File: src/rtl/dual_mode_timer_pkg.sv
// Shared definitions for the dual-mode timer: register addresses and
// control field layout. Assumes a 2-bit register address space.
package dual_mode_timer_pkg;

    localparam int ADDR_W = 2;
    localparam int CTRL_W = 3;

    // Register addresses
    typedef enum logic [ADDR_W-1:0] {
        REG_START = 2'd0,
        REG_COUNT = 2'd1,
        REG_CTRL  = 2'd2,
        REG_ACK   = 2'd3
    } reg_addr_e;

    // Control fields; bit 0 enable, bit 1 periodic, bit 2 slow source
    typedef struct packed {
        logic src_slow;
        logic periodic;
        logic enable;
    } ctrl_t;

endpackage

File: src/rtl/tmr_regs.sv
// Register file of the timer. Holds the control bits and the stored start
// value, decodes write strobes into load and acknowledge pulses, and
// builds the combinational read mux. Assumes at most one write per cycle.
module tmr_regs
    import dual_mode_timer_pkg::*;
#(
    parameter int WIDTH = 16
) (
    input  logic              clk,
    input  logic              rst_n,
    input  logic              bus_wr,
    input  logic [ADDR_W-1:0] bus_addr,
    input  logic [WIDTH-1:0]  bus_wdata,
    input  logic [WIDTH-1:0]  count_in,
    output logic [WIDTH-1:0]  bus_rdata,
    output ctrl_t             ctrl_q,
    output logic [WIDTH-1:0]  start_q,
    output logic              load_pulse,
    output logic              ack_pulse
);

    localparam int PAD_W = WIDTH - CTRL_W;

    logic ctrl_we;

    // Decode the write strobe per address
    always_comb begin
        load_pulse = bus_wr && (bus_addr == REG_START);
        ctrl_we    = bus_wr && (bus_addr == REG_CTRL);
        ack_pulse  = bus_wr && (bus_addr == REG_ACK);
    end

    // Control register update
    always_ff @(posedge clk) begin
        if (!rst_n) begin
            ctrl_q <= '0;
        end else if (ctrl_we) begin
            ctrl_q <= ctrl_t'(bus_wdata[CTRL_W-1:0]);
        end
    end

    // Stored start value, used later for periodic reload
    always_ff @(posedge clk) begin
        if (!rst_n) begin
            start_q <= '0;
        end else if (load_pulse) begin
            start_q <= bus_wdata;
        end
    end

    // Read mux
    always_comb begin
        case (bus_addr)
            REG_START: bus_rdata = start_q;
            REG_COUNT: bus_rdata = count_in;
            REG_CTRL:  bus_rdata = {{PAD_W{1'b0}}, ctrl_q};
            default:   bus_rdata = '0;
        endcase
    end

endmodule

File: src/rtl/tmr_tick_sel.sv
// Picks one of several single-cycle tick enables by index. Assumes all
// ticks are synchronous to the core clock. Purely combinational.
module tmr_tick_sel #(
    parameter int N_SRC = 2,
    localparam int SEL_W = (N_SRC > 1) ? $clog2(N_SRC) : 1
) (
    input  logic [N_SRC-1:0] ticks,
    input  logic [SEL_W-1:0] sel,
    output logic             tick_out
);

    generate
        if (N_SRC == 1) begin : g_single
            logic unused_sel;
            // Only one source: pass it straight through
            always_comb begin
                unused_sel = |sel;
                tick_out   = ticks[0];
            end
        end else begin : g_multi
            // Index the selected tick
            always_comb begin
                tick_out = 1'b0;
                for (int i = 0; i < N_SRC; i++) begin
                    if (sel == SEL_W'(i)) tick_out = ticks[i];
                end
            end
        end
    endgenerate

endmodule

File: src/rtl/tmr_core.sv
// Down-counter with load, wrap or reload on underflow, and a latched
// interrupt. A load takes priority over counting in the same cycle. An
// underflow takes priority over an acknowledge in the same cycle.
module tmr_core #(
    parameter int WIDTH = 16
) (
    input  logic             clk,
    input  logic             rst_n,
    input  logic             load,
    input  logic [WIDTH-1:0] load_val,
    input  logic [WIDTH-1:0] start_val,
    input  logic             enable,
    input  logic             periodic,
    input  logic             tick,
    input  logic             ack,
    output logic [WIDTH-1:0] count_q,
    output logic             irq_q
);

    localparam logic [WIDTH-1:0] WRAP_VAL = {WIDTH{1'b1}};

    logic             step;
    logic             at_zero;
    logic             underflow;
    logic [WIDTH-1:0] count_d;

    // Decide whether this cycle counts and whether it underflows
    always_comb begin
        step      = enable && tick && !load;
        at_zero   = (count_q == '0);
        underflow = step && at_zero;
    end

    // Next count value
    always_comb begin
        if (load) begin
            count_d = load_val;
        end else if (step) begin
            if (at_zero) count_d = periodic ? start_val : WRAP_VAL;
            else         count_d = count_q - 1'b1;
        end else begin
            count_d = count_q;
        end
    end

    // Count register
    always_ff @(posedge clk) begin
        if (!rst_n) count_q <= '0;
        else        count_q <= count_d;
    end

    // Interrupt latch: set on underflow, clear on acknowledge
    always_ff @(posedge clk) begin
        if (!rst_n)         irq_q <= 1'b0;
        else if (underflow) irq_q <= 1'b1;
        else if (ack)       irq_q <= 1'b0;
    end

endmodule

File: src/rtl/dual_mode_timer.sv
// Top of the dual-mode timer. Connects the register file, the tick source
// selector and the counter core. Assumes a single clock domain with the
// tick inputs synchronous to it.
module dual_mode_timer
    import dual_mode_timer_pkg::*;
#(
    parameter int WIDTH = 16
) (
    input  logic              clk,
    input  logic              rst_n,
    input  logic              bus_wr,
    input  logic [ADDR_W-1:0] bus_addr,
    input  logic [WIDTH-1:0]  bus_wdata,
    output logic [WIDTH-1:0]  bus_rdata,
    input  logic              tick_fast,
    input  logic              tick_slow,
    output logic              irq
);

    ctrl_t            ctrl_q;
    logic [WIDTH-1:0] start_q;
    logic [WIDTH-1:0] count_q;
    logic             load_pulse;
    logic             ack_pulse;
    logic             tick_act;

    tmr_regs #(.WIDTH(WIDTH)) u_regs (
        .clk        (clk),
        .rst_n      (rst_n),
        .bus_wr     (bus_wr),
        .bus_addr   (bus_addr),
        .bus_wdata  (bus_wdata),
        .count_in   (count_q),
        .bus_rdata  (bus_rdata),
        .ctrl_q     (ctrl_q),
        .start_q    (start_q),
        .load_pulse (load_pulse),
        .ack_pulse  (ack_pulse)
    );

    tmr_tick_sel #(.N_SRC(2)) u_tick_sel (
        .ticks    ({tick_slow, tick_fast}),
        .sel      (ctrl_q.src_slow),
        .tick_out (tick_act)
    );

    tmr_core #(.WIDTH(WIDTH)) u_core (
        .clk       (clk),
        .rst_n     (rst_n),
        .load      (load_pulse),
        .load_val  (bus_wdata),
        .start_val (start_q),
        .enable    (ctrl_q.enable),
        .periodic  (ctrl_q.periodic),
        .tick      (tick_act),
        .ack       (ack_pulse),
        .count_q   (count_q),
        .irq_q     (irq)
    );

endmodule

File: config.mk
export PLATFORM = sky130hd
export DESIGN_NAME = dual_mode_timer
export DESIGN_NICKNAME = d
export VERILOG_FILES = /design/src/rtl/dual_mode_timer_pkg.sv /design/src/rtl/tmr_regs.sv /design/src/rtl/tmr_tick_sel.sv /design/src/rtl/tmr_core.sv /design/src/rtl/dual_mode_timer.sv
export SDC_FILE = /design/constraint.sdc
export NUM_CORES = 1
export LEC_CHECK = 0
export BUFFER_PORTS_ARGS = -buffer_cell sky130_fd_sc_hd__buf_2
export CELL_PAD_IN_SITES_DETAIL_PLACEMENT = 1
export CELL_PAD_IN_SITES_GLOBAL_PLACEMENT = 2
export CORE_ASPECT_RATIO = 1.25
export CORE_MARGIN = 8
export CORE_UTILIZATION = 37
export CTS_BUF_LIST = sky130_fd_sc_hd__clkbuf_8
export DETAILED_ROUTE_END_ITERATION = 8
export GPL_TIMING_DRIVEN = 0
export PLACE_DENSITY = 0.83
export SLEW_MARGIN = 25
export SYNTH_ARGS = -nofsm -noshare
export SYNTH_HDL_FRONTEND = slang
export SYNTH_HIERARCHICAL = 1
export SYNTH_SLANG_ARGS = --single-unit
File: constraint.sdc
create_clock -name clk -period 4 [get_ports clk]
set_clock_uncertainty 0.1 [all_clocks]
set_input_delay 0.2 -clock clk [delete_from_list [all_inputs] [get_ports clk]]
set_output_delay 0.2 -clock clk [all_outputs]
set_load 0.05 [all_outputs]
# Word-level counts from Yosys, hierarchy flattened
# Index checks and enable logic that the tools add are counted.
# totals
elab_cells	29
input_bits	23
register_bits	36
# op_classes
n_eq_ne	3
n_addsub	1
muxes	8
reduce_logical	11
# op_table
cell	n
16-bit 2-to-1 mux	4
16-bit case mux with 3 select lines	1
16-bit logical NOT	1
16-bit by 1-bit subtractor with 16-bit output (second input constant)	1
1-bit logical AND	6
2-bit == test (second input constant)	2
2-bit nonzero test	2
1-bit 2-to-1 mux	3
2-bit by 1-bit == test with 1-bit output (second input constant)	1
2-bit logical NOT	1
1-bit logical NOT	1

# Logic depth before layout (Yosys ltp)
# Gate-level depths: netlist (run 1).
# depth
ltp_word	6
mapped_depth	9
depth_no_buf	7

# Modules after synthesis
# The synthesis (run 1) kept the hierarchy.
# modules_own_cells
module	cells_each	n_inst	area_per_inst_um2	seq_area_each_um2
tmr_core	170	1	1328.8	340.3
tmr_regs	119	1	1053.5	380.4
tmr_tick_sel	1	1	15.0	0.0

# Worst setup path after synthesis (run 1)
# Ideal clock, no wire load.
# synth_timing
path_type	input to register
startpoint	input port bus_addr[1]
endpoint	register u_core.count_q[7]
setup_ns	0.117
t_required_ns	3.783
stages	8
setup_slack_ns	2.021
arrival_time_ns	1.761
cell_sequence	nor3b_2 > buf_6 > buf_12 > clkbuf_1 > a21oi_1 > a2111oi_0 > nor3b_1 > a32o_1
# synth_via
elab_chain_cells	5
elab_cells_between_ends	6
classes_between	mux (1); reduce/logical (5)
# synth_rtl
element	line_no	text
start: declaration	dual_mode_timer.sv:12	input logic [ADDR_W-1:0] bus_addr,
2-bit logical NOT (*)	tmr_regs.sv:28	load_pulse = bus_wr && (bus_addr == REG_START);
1-bit logical AND (*)	tmr_regs.sv:28	
via load_pulse	dual_mode_timer.sv:23	logic load_pulse;
1-bit logical NOT	tmr_core.sv:29	step = enable && tick && !load;
1-bit logical AND	tmr_core.sv:29	
2-bit nonzero test (no line)	-	
end signal: assignment	tmr_core.sv:49	else count_q <= count_d;
end: declaration	tmr_core.sv:16	output logic [WIDTH-1:0] count_q,
# Mark *: on every way through the listed nets, which the timed path passes. The rest lies on a longest branch.
# A chain may end at the register's enable or synchronous reset.

# Worst setup path after layout (run 1)
# layout_timing
startpoint	register u_core.count_q[0]
endpoint	register u_core.count_q[7]
# layout_via
elab_chain_cells	4
elab_cells_between_ends	5
classes_between	add/sub (1); mux (3); reduce/logical (1)
# layout_rtl
element	line_no	text
16-bit by 1-bit subtractor with 16-bit output or 16-bit logical NOT (tied branches)	tmr_core.sv:40, tmr_core.sv:30	
16-bit 2-to-1 mux (*)	tmr_core.sv:39	if (at_zero) count_d = periodic ? start_val : WRAP_VAL;
16-bit 2-to-1 mux (*)	tmr_core.sv:38	end else if (step) begin
16-bit 2-to-1 mux (*)	tmr_core.sv:36	if (load) begin
# Every way passes the cells marked *; elsewhere a longest branch is shown, timed or not. The select of a mux whose other input is x is not followed.

==> summary.md, run 1 <==
| Metric | Value |
|---|---|
| Outcome | `finished clean` |
| Critical path origin | `u_core/count_q[0]` |
| Chip width | `88.0 µm` |
| Critical path class | `flop to flop` |
| Hold Fails Final Rpt | `0` |
| Area of placed instances | `0.00270 mm²` |
| Worst path top cell family by delay | `simple AND/OR/NAND/NOR gates` |
| PostCTS Resize Cnt | `0` |
| Syn nets | `315` |
| WL final | `8240 µm` |
| Die H | `106 µm` |
| RSZ-0062 raised after global routing | `no` |
| R2r startpoint | `u_core/count_q[0]` |
| Max_cap viols | `0` |
| GRT Util Overall | `18.4%` |
| Number of I/O port buffers | `38` |
| Wire length per cell | `19.5 µm` |
| Post-synthesis sequential area ratio | `30.1%` |
| Post-layout min period | `2360 ps` |
| Largest family of logic cells by synthesized area | `simple AND/OR/NAND/NOR gates` |
| Hold Path Origin | `bus_wdata[11]` |
| Routed Antenna Nets | `0` |
| Synth Area in Adders | `1.04%` |
| Pin count of the biggest net entering global routing | `11` |
| Synthesis warning total | `6` |
| Power per Cell Area | `341 mW/mm²` |
| Count of cell types in the netlist | `50` |
| Post-placement cell count | `415` |
| I/O pins | `40` |
| Reported net switching power | `0.000334 W` |
| Post-Syn Area per Cell | `8.27 µm²` |
| Yosys reg bits | `36` |
| Max VDD drop | `0.135 mV` |
| Critical Path, Cell by Cell | `inv_1 > ha_1 > nor4b_2 > nand3_1 > a2111oi_0 > nor3b_1 > a32o_1` |
| Area growth syn-to-layout | `16.2%` |
| DRT iter0 DRCs | `143` |
| CTS tree | `done` |
| Standard-cell rows | `33` |
| CTS Buffer Depth | `2` |
| Fin. max-slew vios | `0` |
| Clk Latency, worst-skew pair | `290 ps` |
| Die ar. | `0.00933 mm²` |
| Synth cell count leaders | `nand2_1, dfxtp_1, mux2i_1` |
| Final HPWL from detailed placement | `6150 µm` |
| CP Data Required Time | `4090 ps` |
| Top cells by area, synth | `dfxtp_1, mux2i_1, nand2_1` |
| Initial antenna violation count | `0` |
| Drt drc | `0` |
| Post-synth top area cell | `dfxtp_1` |
| Crit-path max FO | `7` |
| Register share of total power | `41.7%` |
| Net count reported at finish | `360` |
| Multi-input logic area | `0.00151 mm²` |
| DRT Pass-1 Iters | `4` |
| Worst setup EP type | `flop` |
| GRT overflow | `0` |
| Number of diodes | `0` |
| Clock Power Share | `29.5%` |
| Setup TNS | `0 ps` |
| Buf/Inv on CP | `1` |
| EDFF count, synth | `0` |
| Tightest Pin Transition | `889 ps` |
| Final period util | `59.1%` |
| Mapped cell area | `0.00240 mm²` |
| Ratio of cells with drive above 1 in the final layout | `20.5%` |
| Leakage Power | `1.17 nW` |
| Hold path depth | `3` |
| # clock sinks | `36` |
| HP Class | `primary input to flop` |
| Placer Congestion | `0.877` |
| Post-Layout Cell Count | `423` |
| Worst path depth | `7` |
| Compound-Gate Fraction of Synth Area | `17.6%` |
| Worst setup SP type | `flop` |
| Fillers | `793` |
| Reg2reg end | `u_core/count_q[7]` |
| Switching Fraction | `35.2%` |
| Worst slew margin | `40.3%` |
| CP peak stage delay | `520 ps` |
| Global-route wire length before repair | `13200 µm` |
| Total CTS buffers | `5` |
| Drt via density | `5.50` |
| Worst Hold Slack | `54.3 ps` |
| Prevailing post-synth register cell | `dfxtp_1` |
| Combinational group share of total power | `28.8%` |
| Maximum clock frequency | `423 MHz` |
| Reg area | `721 µm²` |
| XOR/XNOR Fraction of Synth Area | `2.92%` |
| Post-route cell area | `0.00279 mm²` |
| Core box area | `0.00640 mm²` |
| Syn Inst Count | `290` |
| Mux cell area share after synthesis | `15.2%` |
| Final setup viols | `0` |
| Slowest-stage cell, CP | `nor4b_2` |
| Post CTS Setup Buffer Count | `0` |
| FFs w/ async S/R, synth | `0%` |
| Most common cell in the netlist | `nand2_1` |
| Share of the synthesized area in the top cell type | `30.1%` |
| Number of H-tree levels | `2` |
| Reg2reg setup slack | `1640 ps` |
| Post-Synth Simple-Gate Area | `26.1%` |
| Internal power | `0.000615 W` |
| R2r worst-path depth | `7` |
| CTS Hold Buffers Added | `0` |
| Crit path to | `u_core/count_q[7]` |
| Worst EP arrival | `2460 ps` |
| Initial core utilization | `37.5%` |
| Clock Tree Root | `clkbuf_8` |
| DR vias | `2326` |
| Worst-path clk slew | `80 ps` |
| Number of global-route vias before repair | `2481` |
[cells in the final DEF (no fill, tap or decap), types with 7 or more instances in the layout]
master,instances
a22o_1,7
o21ai_0,17
mux2i_1,35
nor2_1,23
inv_1,8
nand3b_1,8
nand3_1,8
dfxtp_1,36
nand2_1,56
buf_2,44
[cell families (layout without fill, tap and decap cells)]
family | Yosys count | after routing
AND/OR/NAND/NOR | 124 | 124
XOR/XNOR | 8 | 8
AO/OA/AOI/OAI | 59 | 59
adder cells (fa/ha/maj) | 2 | 2
multiplexers | 36 | 36
flip-flops | 36 | 36
buffers and inverters | 25 | 71
[power by group through the flow]
stage	registers [W]	clock network, W	logic, W
2_1_floorplan	0.000398	0	0.000198
3_3_place_gp	0.000404	0	0.000268
3_5_place_dp	0.000404	0	0.000271
4_1_cts	0.000396	0.000289	0.000273
5_1_grt	0.000398	0.000303	0.000298
6_report	0.000396	0.000280	0.000273
[worst register-to-register path: cells and delay by family (launching register included)]
kind / cells / cell delay (ps)
AND/OR/NAND/NOR: 3 / 900
flip-flops: 1 / 340
adder cells (fa/ha/maj): 1 / 170
buffers and inverters: 1 / 110
AO/OA/AOI/OAI: 2 / 640
[flip-flops by register name, summed over array words and instances (netlist names)]
register and count:
u_core/count_q 16, u_regs/start_q 16, u_regs/ctrl_q 3, u_core/irq_q 1
[layout make-up]
cell class                      count  share of cell area (%)
Buffer                             19                    5.16
Clock buffer                        6                    2.96
Clock inverter                      2                   0.269
Inverter                            6                   0.808
Multi-Input combinational cell    229                    54.2
Sequential cell                    36                    25.9
Tap cell                           87                    3.91
Timing Repair Buffer               38                    6.83
[metal layers]
| layer | vias to the layer above | routed length, µm | global-route usage (%) |
|---|---|---|---|
| li1 | 1132 | - | - |
| met1 | 1136 | 3740 | 21.7 |
| met2 | 48 | 4060 | 32.1 |
| met3 | 10 | 289 | 3.09 |
| met4 | 0 | 159 | 6.41 |
| met5 | - | 0 | 0 |
[worst min path at each step]
stage	to	slack, ps
2_1_floorplan	u_regs/start_q[3]	240
3_3_place_gp	u_regs/start_q[1]	360
3_5_place_dp	u_regs/start_q[0]	370
4_1_cts	u_regs/start_q[11]	50
5_1_grt	u_regs/start_q[8]	60
6_report	u_regs/start_q[11]	50
[through the flow]
step	setup WS, ps	util [%]	power, W
final	1640	43.5	0.000949
after global routing	1450	43.5	0.000999
after CTS	1640	43.5	0.000958
after detailed placement	1510	42.1	0.000675
after global placement	1530	42.1	0.000672
after floorplan	2020	-	0.000596
(Power assumes the default switching activity.)
==> run 2, diff against run 1 <==
--- a/config.mk
+++ b/config.mk
@@ -5,16 +5,17 @@
 export SDC_FILE = /design/constraint.sdc
 export NUM_CORES = 1
 export LEC_CHECK = 0
+export ABC_AREA = 1
 export BUFFER_PORTS_ARGS = -buffer_cell sky130_fd_sc_hd__buf_2
 export CELL_PAD_IN_SITES_DETAIL_PLACEMENT = 1
 export CELL_PAD_IN_SITES_GLOBAL_PLACEMENT = 2
 export CORE_ASPECT_RATIO = 1.25
 export CORE_MARGIN = 8
-export CORE_UTILIZATION = 37
+export CORE_UTILIZATION = 28
 export CTS_BUF_LIST = sky130_fd_sc_hd__clkbuf_8
 export DETAILED_ROUTE_END_ITERATION = 8
 export GPL_TIMING_DRIVEN = 0
-export PLACE_DENSITY = 0.83
+export PLACE_DENSITY = 0.75
 export SLEW_MARGIN = 25
 export SYNTH_ARGS = -nofsm -noshare
 export SYNTH_HDL_FRONTEND = slang
==> constraint.sdc (replaced) <==
create_clock -name clk -period 2.16 [get_ports clk]
set_clock_uncertainty 0.1 [all_clocks]
set_input_delay 0.108 -clock clk [delete_from_list [all_inputs] [get_ports clk]]
set_output_delay 0.108 -clock clk [all_outputs]
set_load 0.05 [all_outputs]
==> run 2 against run 1 <==
Effect of this change:
- sequential power grew 97%
- hold slack lost 8.9 ps
- sequential share of layout area down 3.3 points
- non-clock buffer count is 4 higher
- via count grew 30%
- critical path type is now primary input to flop
- largest power group is now combinational logic
==> summary.md, run 2 <==
| Metric | Value |
|---|---|
| Worst EP arrival | `1920 ps (-540 ps)` |
| Die ar. | `0.0132 mm² (+42%)` |
| Most common cell in the netlist | `nand2_1` |
| Tightest Pin Transition | `526 ps (-363 ps)` |
| Ratio of cells with drive above 1 in the final layout | `19.1% (-1.4 points)` |
| Share of the synthesized area in the top cell type | `26.3% (-3.8 points)` |
| Area growth syn-to-layout | `16.5%` |
| Number of global-route vias before repair | `3210 (+29%)` |
| Syn nets | `492 (+56%)` |
| Maximum clock frequency | `541 MHz` |
| Reg2reg setup slack | `330 ps (-1310 ps)` |
| Number of I/O port buffers | `37 (-2.6%)` |
| Post CTS Setup Buffer Count | `0 (unchanged)` |
| Die H | `127 µm (+19%)` |
| Final HPWL from detailed placement | `8400 µm (+36%)` |
| Post-placement cell count | `630 (+52%)` |
| Count of cell types in the netlist | `29 (-42%)` |
| Wire length per cell | `16.0 µm (-18%)` |
| Commonest non-fill, non-tap cells in the layout | `nand2_1, inv_1, nand3_1` |
| Standard-cell rows | `40 (+21%)` |
| Crit-path max FO | `10 (+3)` |
| Hold Fails Final Rpt | `0 (unchanged)` |
| Worst slew margin | `64.8% (+25 points)` |
| GRT overflow | `0 (unchanged)` |
| CTS Buffer Depth | `2 (unchanged)` |
| FFs w/ async S/R, synth | `0% (unchanged)` |
| EDFF count, synth | `0 (unchanged)` |
| Post-route cell area | `0.00319 mm² (+15%)` |
| Post-synthesis sequential area ratio | `26.3% (-3.8 points)` |
| HP Class | `primary input to flop` |
| Final setup viols | `0 (unchanged)` |
| Core box area | `0.00956 mm² (+49%)` |
| Number of H-tree levels | `2 (unchanged)` |
| Reported net switching power | `0.000973 W (+190%)` |
| Outcome | `finished clean` |
| Fin. max-slew vios | `0 (unchanged)` |
| Top cells by area, synth | `dfxtp_1, nand2_1, inv_1` |
| DR vias | `3021 (+30%)` |
| Chip width | `105 µm (+19%)` |
| Global-route wire length before repair | `17000 µm (+28%)` |
| Prevailing post-synth register cell | `dfxtp_1` |
| CTS tree | `done` |
| Clock Power Share | `20.4% (-9.1 points)` |
| Power Total | `0.00222 W (+130%)` |
| Initial antenna violation count | `0 (unchanged)` |
| Synthesis warning total | `6 (unchanged)` |
| Post-Syn Area per Cell | `5.87 µm² (-29%)` |
| Combinational group share of total power | `44.6% (+16 points)` |
| Routed Antenna Nets | `0 (unchanged)` |
| Drt drc | `0 (unchanged)` |
| Post-layout min period | `1850 ps` |
| DRT iter0 DRCs | `163 (+14%)` |
| Pin count of the biggest net entering global routing | `11 (unchanged)` |
| Synth cell count leaders | `nand2_1, inv_1, nand3_1` |
| Final period util | `85.6%` |
| Initial core utilization | `28.7% (-8.8 points)` |
| RSZ-0062 raised after global routing | `no` |
| Fillers | `1283 (+62%)` |
| WL final | `10200 µm (+24%)` |
| I/O pins | `40 (unchanged)` |
| Critical Path, Cell by Cell | `buf_2 > buf_2 > inv_1 > nor3_1 > buf_4 > inv_2 > nand2_1 > clkbuf_1 > o21ai_0 > inv_1 > a21oi_1` |
| GRT Util Overall | `16.0% (-2.4 points)` |
| Clk Latency, worst-skew pair | `290 ps (about the same)` |
| Total CTS buffers | `5 (unchanged)` |
| # clock sinks | `36 (unchanged)` |
| Max VDD drop | `0.242 mV (+79%)` |
| Drt via density | `4.73 (-14%)` |
| Max_cap viols | `0 (unchanged)` |
| Worst-path clk slew | `70 ps (about the same)` |
| Mapped cell area | `0.00274 mm² (+14%)` |
| Yosys reg bits | `36 (unchanged)` |
| Post-Layout Cell Count | `639 (+51%)` |
| Leakage Power | `1.63 nW (+40%)` |
| Clock Tree Root | `clkbuf_8` |
| Worst setup SP type | `primary input` |
| Net count reported at finish | `540 (+50%)` |
| Switching Fraction | `43.8% (+8.5 points)` |
| Internal power | `0.00125 W (+100%)` |
| Area of placed instances | `0.00308 mm² (+14%)` |
| Largest regs | `u_core/count_q: 16 flops, u_regs/start_q: 16 flops, u_regs/ctrl_q: 3 flops` |
| Placer Congestion | `0.849 (-3.2%)` |
| Critical path class | `primary input to flop` |
| Slowest-stage cell, CP | `clkbuf_1` |
| Power per Cell Area | `696 mW/mm² (+100%)` |
| Register share of total power | `35.0% (-6.7 points)` |
| Commonest non-fill, non-tap cell in the layout | `nand2_1` |
| Syn Inst Count | `467 (+61%)` |
| Post-synth top area cell | `dfxtp_1` |
| Number of diodes | `0 (unchanged)` |
| CP Data Required Time | `2230 ps (-1860 ps)` |
| Worst setup EP type | `flop` |
| DRT Pass-1 Iters | `4 (unchanged)` |
| CP peak stage delay | `400 ps (-120 ps)` |
-- run 2: changes by cell type after synthesis, sizes merged, moves of 6 or more --
cell,previous run,this run
o21ai,17,25
nand3b,8,0
mux2i,35,0
a22o,7,0
nor2,23,61
nand3,9,55
nand4,2,9
inv,6,69
or2,0,6
nand2,56,145
a21oi,6,33
-- run 2: timing repair --
action	in CTS	in global routing
hold buffers	4	0
resized for setup	0	0
hold endpoints to repair	5	0
-- run 2: cell families (layout without fill, tap and decap cells) --
kind of cell	Yosys count	in the layout	synth area share, %
simple gates	277	277	46.1
buf+inv	90	136	14.3
compound gates	60	60	11.7
flops	36	36	26.3
fa+ha+maj	2	2	0.913
xor+xnor	2	2	0.639
-- run 2: layout make-up --
cell class	count	area, µm²	area share [%]
Multi-Input combinational cell	341	1630	51.0
Sequential cell	36	721	22.6
Inverter	70	263	8.23
Timing Repair Buffer	41	225	7.05
Tap cell	126	158	4.94
Buffer	20	129	4.04
Clock buffer	5	68.8	2.16
-- run 2: metrics by stage --
step	hold slack [ps]	setup TNS [ps]	util [%]	setup slack (ps)
3_5_place_dp	292	-64.1	32.3	-34.2
2_1_floorplan	143	0	-	557
3_3_place_gp	277	0	32.3	38.7
5_1_grt	64.3	0	33.4	107
4_1_cts	42.8	0	33.4	276
6_report	45.4	0	33.4	311
-- run 2: worst paths after layout --
kind | from | to | cells past startpoint
setup / recovery | bus_wr | u_core/count_q[9] | 11
hold / removal | bus_wdata[11] | u_core/count_q[11] | 3
setup reg to reg | u_core/count_q[0] | u_core/count_q[2] | 12
hold reg to reg | u_core/irq_q | u_core/irq_q | 2
-- run 2: metal layers --
layer	up-vias	share of wire, %	track usage, %
met1	1427	46	19.5
met4	0	1.2	4.44
li1	1550	-	-
met3	8	2.0	1.82
met5	-	0	0
met2	36	50	28.7
-- run 2: power by group through the flow --
stage / combinational (W) / clock (W) / sequential, W
after CTS: 0.00100 / 0.000478 / 0.000779
after detailed placement: 0.000994 / 0 / 0.000794
after global routing: 0.00112 / 0.000494 / 0.000787
after floorplan: 0.000741 / 0 / 0.000769
final: 0.000991 / 0.000454 / 0.000779
after global placement: 0.000970 / 0 / 0.000794
-- run 2: critical path: cells and delay by family --
kind	cells	cell delay, ps
AOI/OAI and AO/OA	2	210
buffers and inverters	7	1330
and+or+nand+nor	2	250
